**src/rtl/xg_pkg.sv**
```systemverilog
package xg_pkg;
  localparam int unsigned XG_NUM_REGS = 7;
  localparam int unsigned XG_REG_W    = 8;
  localparam int unsigned XG_CNT_W    = 16;
endpackage

```
**src/rtl/xg_pick.sv**
```systemverilog
module xg_pick #(
  parameter int unsigned N     = 56,
  parameter int unsigned IDX_W = $clog2(N)
) (
  input  logic [N-1:0]     vec,
  output logic             any,
  output logic [IDX_W-1:0] idx
);
  always_comb begin
    idx = '0;
    for (int i = N - 1; i >= 0; i--) begin
      if (vec[i]) idx = IDX_W'(i);
    end
  end
  assign any = |vec;
endmodule

```
**src/rtl/xg_enable_bank.sv**
```systemverilog
module xg_enable_bank #(
  parameter int unsigned NUM_REGS = 7,
  parameter int unsigned REG_W    = 8,
  parameter int unsigned ADDR_W   = 3,
  parameter int unsigned NSRC     = NUM_REGS * REG_W,
  parameter int unsigned IDX_W    = $clog2(NSRC)
) (
  input  logic              clk,
  input  logic              rst,
  input  logic              we,
  input  logic [ADDR_W-1:0] addr,
  input  logic [REG_W-1:0]  wdata,
  output logic [REG_W-1:0]  rdata,
  input  logic              clr,
  input  logic [IDX_W-1:0]  clr_idx,
  output logic [NSRC-1:0]   en_flat
);
  localparam int unsigned BIT_W = $clog2(REG_W);
  localparam int unsigned SEL_W = IDX_W - BIT_W;

  logic [REG_W-1:0] bank [NUM_REGS];
  logic [SEL_W-1:0] clr_reg;
  logic [BIT_W-1:0] clr_bit;

  assign clr_reg = clr_idx[IDX_W-1:BIT_W];
  assign clr_bit = clr_idx[BIT_W-1:0];

  for (genvar r = 0; r < NUM_REGS; r++) begin : g_reg
    logic [REG_W-1:0] nxt;
    always_comb begin
      nxt = bank[r];
      if (we && addr == ADDR_W'(r)) nxt = wdata;
      if (clr && clr_reg == SEL_W'(r)) nxt[clr_bit] = 1'b0;
    end
    always_ff @(posedge clk) begin
      if (rst) bank[r] <= '0;
      else     bank[r] <= nxt;
    end
    assign en_flat[r*REG_W +: REG_W] = bank[r];
  end

  logic [REG_W-1:0] rd_mux;
  always_comb begin
    rd_mux = '0;
    for (int r = 0; r < NUM_REGS; r++) begin
      if (addr == ADDR_W'(r)) rd_mux = bank[r];
    end
  end

  always_ff @(posedge clk) begin
    if (rst) rdata <= '0;
    else     rdata <= rd_mux;
  end

  assert_reset_clear_R1: assert property (@(posedge clk) rst |=> en_flat == '0);
  assert_hw_clear_wins_R10: assert property (@(posedge clk) disable iff (rst)
    clr |=> !en_flat[$past(clr_idx)]);
endmodule

```
**src/rtl/xg_block_counter.sv**
```systemverilog
module xg_block_counter #(
  parameter int unsigned CNT_W = 16
) (
  input  logic             clk,
  input  logic             rst,
  input  logic             load,
  input  logic [CNT_W-1:0] load_val,
  input  logic             dec,
  output logic [CNT_W-1:0] q,
  output logic             hit,
  output logic             end_pulse
);
  localparam logic [CNT_W-1:0] ONE = CNT_W'(1);

  assign hit = dec && !load && (q == ONE);

  always_ff @(posedge clk) begin
    if (load)     q <= load_val;
    else if (dec) q <= q - ONE;
  end

  always_ff @(posedge clk) begin
    if (rst) end_pulse <= 1'b0;
    else     end_pulse <= hit;
  end

  assert_count_step_R6: assert property (@(posedge clk) disable iff (rst)
    dec && !load |=> q == $past(q) - ONE);
  assert_end_single_R7: assert property (@(posedge clk) disable iff (rst)
    end_pulse |=> !end_pulse);
  assert_end_at_zero_R7: assert property (@(posedge clk) disable iff (rst)
    end_pulse |-> q == '0);
endmodule

```
**src/rtl/xfer_gate_ctrl.sv**
```systemverilog
module xfer_gate_ctrl
  import xg_pkg::*;
#(
  parameter int unsigned NUM_REGS = XG_NUM_REGS,
  parameter int unsigned REG_W    = XG_REG_W,
  parameter int unsigned CNT_W    = XG_CNT_W,
  parameter int unsigned ADDR_W   = $clog2(NUM_REGS + 1),
  parameter int unsigned NSRC     = NUM_REGS * REG_W,
  parameter int unsigned IDX_W    = $clog2(NSRC)
) (
  input  logic              clk,
  input  logic              rst,
  input  logic              reg_we,
  input  logic [ADDR_W-1:0] reg_addr,
  input  logic [REG_W-1:0]  reg_wdata,
  output logic [REG_W-1:0]  reg_rdata,
  input  logic [NSRC-1:0]   irq_req,
  input  logic              cnt_we,
  input  logic [CNT_W-1:0]  cnt_wdata,
  output logic [CNT_W-1:0]  cnt_q,
  input  logic              xfer_done,
  input  logic              dis_after,
  output logic              act_req,
  output logic [IDX_W-1:0]  act_src,
  output logic              end_pulse
);
  logic [NSRC-1:0]  en_flat;
  logic             pend_any;
  logic [IDX_W-1:0] pend_idx;
  logic             dec;
  logic             hit;
  logic             clr;

  assign dec = act_req && xfer_done;
  assign clr = dec && (dis_after || hit);

  xg_enable_bank #(
    .NUM_REGS(NUM_REGS), .REG_W(REG_W), .ADDR_W(ADDR_W),
    .NSRC(NSRC), .IDX_W(IDX_W)
  ) u_bank (
    .clk(clk), .rst(rst), .we(reg_we), .addr(reg_addr), .wdata(reg_wdata),
    .rdata(reg_rdata), .clr(clr), .clr_idx(act_src), .en_flat(en_flat)
  );

  xg_pick #(.N(NSRC), .IDX_W(IDX_W)) u_pick (
    .vec(irq_req & en_flat), .any(pend_any), .idx(pend_idx)
  );

  xg_block_counter #(.CNT_W(CNT_W)) u_cnt (
    .clk(clk), .rst(rst), .load(cnt_we), .load_val(cnt_wdata), .dec(dec),
    .q(cnt_q), .hit(hit), .end_pulse(end_pulse)
  );

  always_ff @(posedge clk) begin
    if (rst) begin
      act_req <= 1'b0;
      act_src <= '0;
    end else if (!act_req) begin
      if (pend_any) begin
        act_req <= 1'b1;
        act_src <= pend_idx;
      end
    end else if (xfer_done) begin
      act_req <= 1'b0;
    end
  end

  assert_hold_R5: assert property (@(posedge clk) disable iff (rst)
    act_req && !xfer_done |=> act_req && $stable(act_src));
  assert_release_R5: assert property (@(posedge clk) disable iff (rst)
    act_req && xfer_done |=> !act_req);
  assert_no_end_idle_R7: assert property (@(posedge clk) disable iff (rst)
    !act_req |=> !end_pulse);
endmodule

```
**config.mk**
```make
export PLATFORM = sky130hd
export DESIGN_NAME = xfer_gate_ctrl
export DESIGN_NICKNAME = d
export VERILOG_FILES = /design/src/rtl/xg_pkg.sv /design/src/rtl/xg_pick.sv /design/src/rtl/xg_enable_bank.sv /design/src/rtl/xg_block_counter.sv /design/src/rtl/xfer_gate_ctrl.sv
export SDC_FILE = /design/constraint.sdc
export NUM_CORES = 1
export LEC_CHECK = 0
export BUFFER_PORTS_ARGS = -buffer_cell sky130_fd_sc_hd__buf_2
export CAP_MARGIN = 30
export CORE_MARGIN = 5
export CORE_UTILIZATION = 40
export DETAILED_ROUTE_END_ITERATION = 10
export PLACE_DENSITY_LB_ADDON = 0.12
export SYNTH_ARGS = -nofsm -noshare
export SYNTH_HDL_FRONTEND = slang
export SYNTH_HIERARCHICAL = 1
export SYNTH_SLANG_ARGS = --single-unit
```
**constraint.sdc**
```tcl
create_clock -name clk -period 4.3 [get_ports clk]
set_input_delay 0 -clock clk [delete_from_list [all_inputs] [get_ports clk]]
set_output_delay 0 -clock clk [all_outputs]
set_load 0.05 [all_outputs]
```
**After elaboration in Yosys (flattened, before gate mapping)**

Memory sizes are Yosys's and may differ from the RTL's.
Cells that the tools add are included.
W data, S select, Z words.

- Register bits after elaboration: 32
- Bits in latches: 0
- RAM bits: 56
- Memory bits (read-only): 0
- Bits of input ports: 89
- Output and inout bits: 32
- Logic and storage cells: 159
- Memories: 1

- $add $sub $neg: 1
- $mul: 0
- Div/mod/pow operators: 0
- Magnitude comparators: 2
- Equality and inequality tests: 13
- Shift-type cells: 0
- Mux-type cells: 94
- Bitwise operators: 17
- Reduce and logical (&&, ||, !) cells: 26

Memories:

| name | depth | width | rd ports | clocked after Yosys merged registers in | wr ports | line | text |
|---|---|---|---|---|---|---|---|
| u_bank.bank | 7 | 8 | 7 | 0 | 7 | xg_enable_bank.sv:21 | `logic [REG_W-1:0] bank [NUM_REGS];` |

Operator list:

| operator | count |
|---|---|
| $mux W6 | 56 |
| $mux W8 | 28 |
| $and A56 B56 Y56 | 1 |
| $and A8 B8 Y8 | 7 |
| $reduce_or A56 Y1 | 1 |
| $mux W16 | 2 |
| $logic_and A1 B1 Y1 | 19 |
| $eq A3 B3 Y1 const B | 6 |
| $eq A16 B1 Y1 const B | 1 |
| $sub A16 B1 Y16 const B | 1 |
| $eq A3 B2 Y1 const B | 4 |
| $not A8 Y8 | 1 |
| $mux W1 | 7 |
| $or A1 B1 Y1 | 7 |
| $eq A3 B1 Y1 const B | 2 |
| $logic_not A3 Y1 | 2 |
| $lt A3 B4 Y1 const B | 1 |
| $demux W1 S3 | 1 |
| $ge A3 B1 Y1 const B | 1 |
| $reduce_and A2 Y1 | 1 |
| $reduce_bool A2 Y1 | 1 |
| $logic_not A1 Y1 | 1 |
| $logic_or A1 B1 Y1 | 1 |
| $not A1 Y1 | 1 |

**Longest topological paths before layout**

- Depth in word-level cells: 57
- Depth in mapped cells: 10
- Mapped depth without buffers: 9

**Cells and area by module**

The synthesis kept the hierarchy.

Modules (own cells, without submodules):

| module | times used | cells an instance | area each (µm²) | seq. area each (µm²) |
|---|---|---|---|---|
| xg_enable_bank | 1 | 385 | 3140.5 | 1281.2 |
| xg_block_counter | 1 | 98 | 1009.7 | 500.5 |
| xg_pick | 1 | 122 | 737.0 | 0.0 |
| xfer_gate_ctrl | 1 | 87 | 678.2 | 140.1 |

**Worst setup path after synthesis**

No wires, ideal clock.

- Kind: register -> register
- From: register act_req
- To: memory u_bank.bank[0][4]
- Library setup time: 0.132 ns
- Arrival time: 2.397 ns
- Required time: 4.168 ns
- Path slack: 1.771 ns
- Stages on the path, launching flop included: 11
- Path buffers: 1
- Clock period less this slack: 2.529 ns
- Path through: dfxtp_1 > and2_1 > nor4b_1 > and3_1 > and4_1 > o21a_1 > nand2b_1 > or3_1 > clkbuf_1 > o22ai_1 > nor3_1

RTL lines:

| element | line | text |
|---|---|---|
| start, declared | xfer_gate_ctrl.sv:23 | `output logic act_req,` |
| start signal, assigned | xfer_gate_ctrl.sv:56 | `act_req <= 1'b0;` |
| start signal, assigned | xfer_gate_ctrl.sv:60 | `act_req <= 1'b1;` |
| start signal, assigned | xfer_gate_ctrl.sv:64 | `act_req <= 1'b0;` |
| end, declared | xg_enable_bank.sv:21 |  |

==> results.yml <==
clock_tree:
  cts_max_level: 3
  cts_tree: "yes"
  worst_skew_pair.late_latency_ps: 350
  clkSinkCount: 88
  cts_resized: 0
  cts_made_buffers: 9
  clockBufferDepth: 2
  clock-root-buffer: "clkbuf_16"
  clk_pin_slew_ps: 70
global_routing:
  gr-usage-all-layers_pct: 26.0
  gr-total-overflow: 0
  grt_max_degree: 79
  antenna_found_initial: 0
  grt_pass1_vias: 5579
  grt_pass1_wl_um: 32200
synth:
  ys_ff_latch: 88
  synth_compound_area_share_pct: 21.2
  synthAdderAreaFrac_pct: 0.450
  yosysTopAreaCell: "dfxtp_1"
  synth_top_cell_area_share_pct: 25.9
  synth_area_sq_mm: 0.00557
  syn_avg_cell_area_sq_um: 8.04
  synth_top_family_by_area: "simple AND/OR/NAND/NOR gates"
  synth_xor_area_share_pct: 2.20
  postSynthCellCount: 692
  yosys_warnings: 6
  synth.area.mux_share_pct: 1.84
  synth-simple-area-share_pct: 37.1
  synth_cell_types: 71
  ys_seq_area_share_pct: 34.5
  syn-num-nets: 783
  synth_edf_count: 16
  synth_flop_cell: "dfxtp_1"
  synthArstFlopShare_pct: 0
  synthTopCellsByArea: "dfxtp_1 (26%), nor2_1 (10%), edfxtp_1 (8.6%)"
timing:
  finalClockSkew_ps: 9.36
  rsz0062_at_grt: "no"
  drv_slew: 0
  finalHoldViolCount: 0
  slew-limit-headroom_pct: 28.4
  setup_viol: 0
  period_share_pct: 65.8
  fmax_mhz: 353
  layout_min_cycle_time_ps: 2830
  tightest_slew_ps: 1070
  fin_tns_setup_ps: 0
worst_setup_path:
  r2r_start: "u_cnt/q[4]"
  crit_arrival_ps: 3010
  crit_type: "flop to flop"
  cp-start-kind: "flop"
  cp.required_ps: 4480
  r2r_setup_slack_ps: 1470
  startpoint: "u_cnt/q[4]"
  worst_r2r_path_depth: 6
  cp-endpoint: "u_bank/bank[1][1]"
  path_max_fanout: 8
  end_kind: "flop"
  r2r-end: "u_bank/bank[1][1]"
routing:
  top_layer_used: "met4"
  wl_per_cell_um: 21.8
  wirelength_um: 21800
  firstDrtPassIters: 5
  via_per_inst: 6.02
  ant_nets: 0
  vias: 6020
  wl_met2_um: 9380
  drtIter0Drc: 699
  routedLengthMet1_um: 9630
  drc: 0
  met3WireLength_um: 2000
placement:
  post-place-cells: 967
  port_buffers: 120
  place_area_sq_mm: 0.00628
  hpwl_um: 16500
  gp_congestion: 0.925
die:
  core_area_sq_mm: 0.0138
  die_w_um: 128
  dieHeight_um: 128
  row_count: 43
  boundaryPins: 121
  start_util_pct: 40.4
  die-area_sq_mm: 0.0164
layout:
  final_cell_count_no_fill: 1000
  finalNetCount: 906
  area_delta_synth_final_pct: 21.3
  fin_area_sq_mm: 0.00675
  diodes: 0
  drive_above_1_share_pct: 19.9
min_path:
  hold_path_class: "input pin to flop"
run:
  drv_cap: 0
power:
  powerDensity_mw_per_mm2: 357
  power.total_w: 0.00241
  leakage_nw: 2.61
  vdd_drop_max_mv: 0.220
outcome:
  status: "complete, no violations"
synth_stat cells, types with 6 or more instances:
library cell  instances
nor2_1              148
dfxtp_1              72
and2_1               60
nand2_1              31
a2111oi_0            30
nor3_1               29
o21ai_0              27
nand2b_1             20
clkbuf_1             18
a21oi_1              17
nor4_1               17
edfxtp_1             16
a2111oi_1            13
nor2b_1              13
o22ai_1              13
inv_1                10
a31oi_1               9
nand3_1               9
a211oi_1              8
mux2i_1               8
xnor2_1               8
nand4bb_1             7
o32a_1                7
nor2_4                6
xor2_1                6
final cells by class:
| class | instances | area (sq um) |
|---|---|---|
| sequential | 88 | 1920 |
| fill | 1351 | 7020 |
| clock inverter | 6 | 66.3 |
| timing repair buffer | 138 | 778 |
| inverter | 10 | 37.5 |
| tap | 180 | 225 |
| multi-input combinational | 568 | 3490 |
| clock buffer | 10 | 229 |
worst min-delay path by stage:
stage / from / endpoint / slack, ps / cells past startpoint
3_3_place_gp: cnt_wdata[10] / u_cnt/q[10] / 280 / 3
5_1_grt: reg_wdata[7] / u_bank/bank[1][23] / 20 / 3
2_1_floorplan: rst / u_cnt/end_pulse / 70 / 1
6_report: reg_wdata[0] / u_bank/bank[0][0] / 30 / 3
3_5_place_dp: cnt_wdata[10] / u_cnt/q[10] / 290 / 3
4_1_cts: reg_wdata[0] / u_bank/bank[0][0] / 20 / 3
kinds of logic (layout without fill, tap and decap cells):
family	count (synthesis)	after routing
xor gates and xnor gates	14	14
adders and majority gates	2	2
AOI/OAI and AO/OA	160	160
DFF	88	88
and+or+nand+nor	382	382
muxes	10	10
buffers and inverters	36	164
report_power, final:
group | total [W] | leakage (nW) | switching [W] | internal, W
Clock | 0.000801 | 0.147 | 0.000347 | 0.000454
Combinational | 0.000605 | 1.71 | 0.000395 | 0.000210
Sequential | 0.00100 | 0.748 | 0.0000982 | 0.000901
Total | 0.00241 | 2.61 | 0.000841 | 0.00157
worst max-delay path, stage by stage (launching register included):
cell	delay [ps]
edfxtp_1	460
nor4_1	650
and4_1	320
o21a_1	240
nand2_1	140
nor3_1	610
a2111oi_0	240
repair_timing:
item	in CTS	in global routing
endpoints found under the hold margin	17	0
hold buffers	17	0
setup buffers	0	0
state kept, by name, indices dropped and copies added, names as in the netlist:
name             cells
u_cnt/end_pulse      1
u_bank/rdata         8
u_cnt/q             16
act_req              1
u_bank/bank         56
act_src              6
layout by cell type (no fill, tap or decap), drive strengths merged, types with 3 or more instances in the layout:
master / synthesis / layout
a2111oi: 43 / 43
a211oi: 8 / 8
a21oi: 17 / 17
a31oi: 9 / 9
and2: 60 / 60
buf: 8 / 121
clkbuf: 18 / 10
clkinv: 0 / 3
dfxtp: 72 / 72
dlygate4sd3: 0 / 17
edfxtp: 16 / 16
inv: 10 / 12
mux2i: 8 / 8
nand2: 32 / 32
nand2b: 23 / 23
nand3: 9 / 9
nand4bb: 7 / 7
nor2: 155 / 155
nor2b: 14 / 14
nor3: 29 / 29
nor3b: 3 / 3
nor4: 17 / 17
nor4b: 3 / 3
o211ai: 5 / 5
o21a: 3 / 3
o21ai: 30 / 30
o21bai: 3 / 3
o22ai: 13 / 13
o31ai: 5 / 5
o32a: 7 / 7
or2: 5 / 5
or3: 5 / 5
or4: 8 / 8
xnor2: 8 / 8
xor2: 6 / 6
through the flow:
stage | hold WS (ps) | utilization, % | setup WS, ps
after detailed placement | 286 | 45.6 | 1520
after floorplan | 71.6 | - | 1770
after global routing | 23.8 | 49.0 | 1210
final | 27.0 | 49.0 | 1470
after CTS | 20.2 | 49.0 | 1490
after global placement | 282 | 45.6 | 1630
routing by layer:
layer,vias up,GRT usage [%]
met5,-,0
met4,0,11.3
met3,50,3.96
met2,301,38.3
met1,2862,37.5
li1,2807,-
No activity file was read; power rests on OpenSTA's default activity.
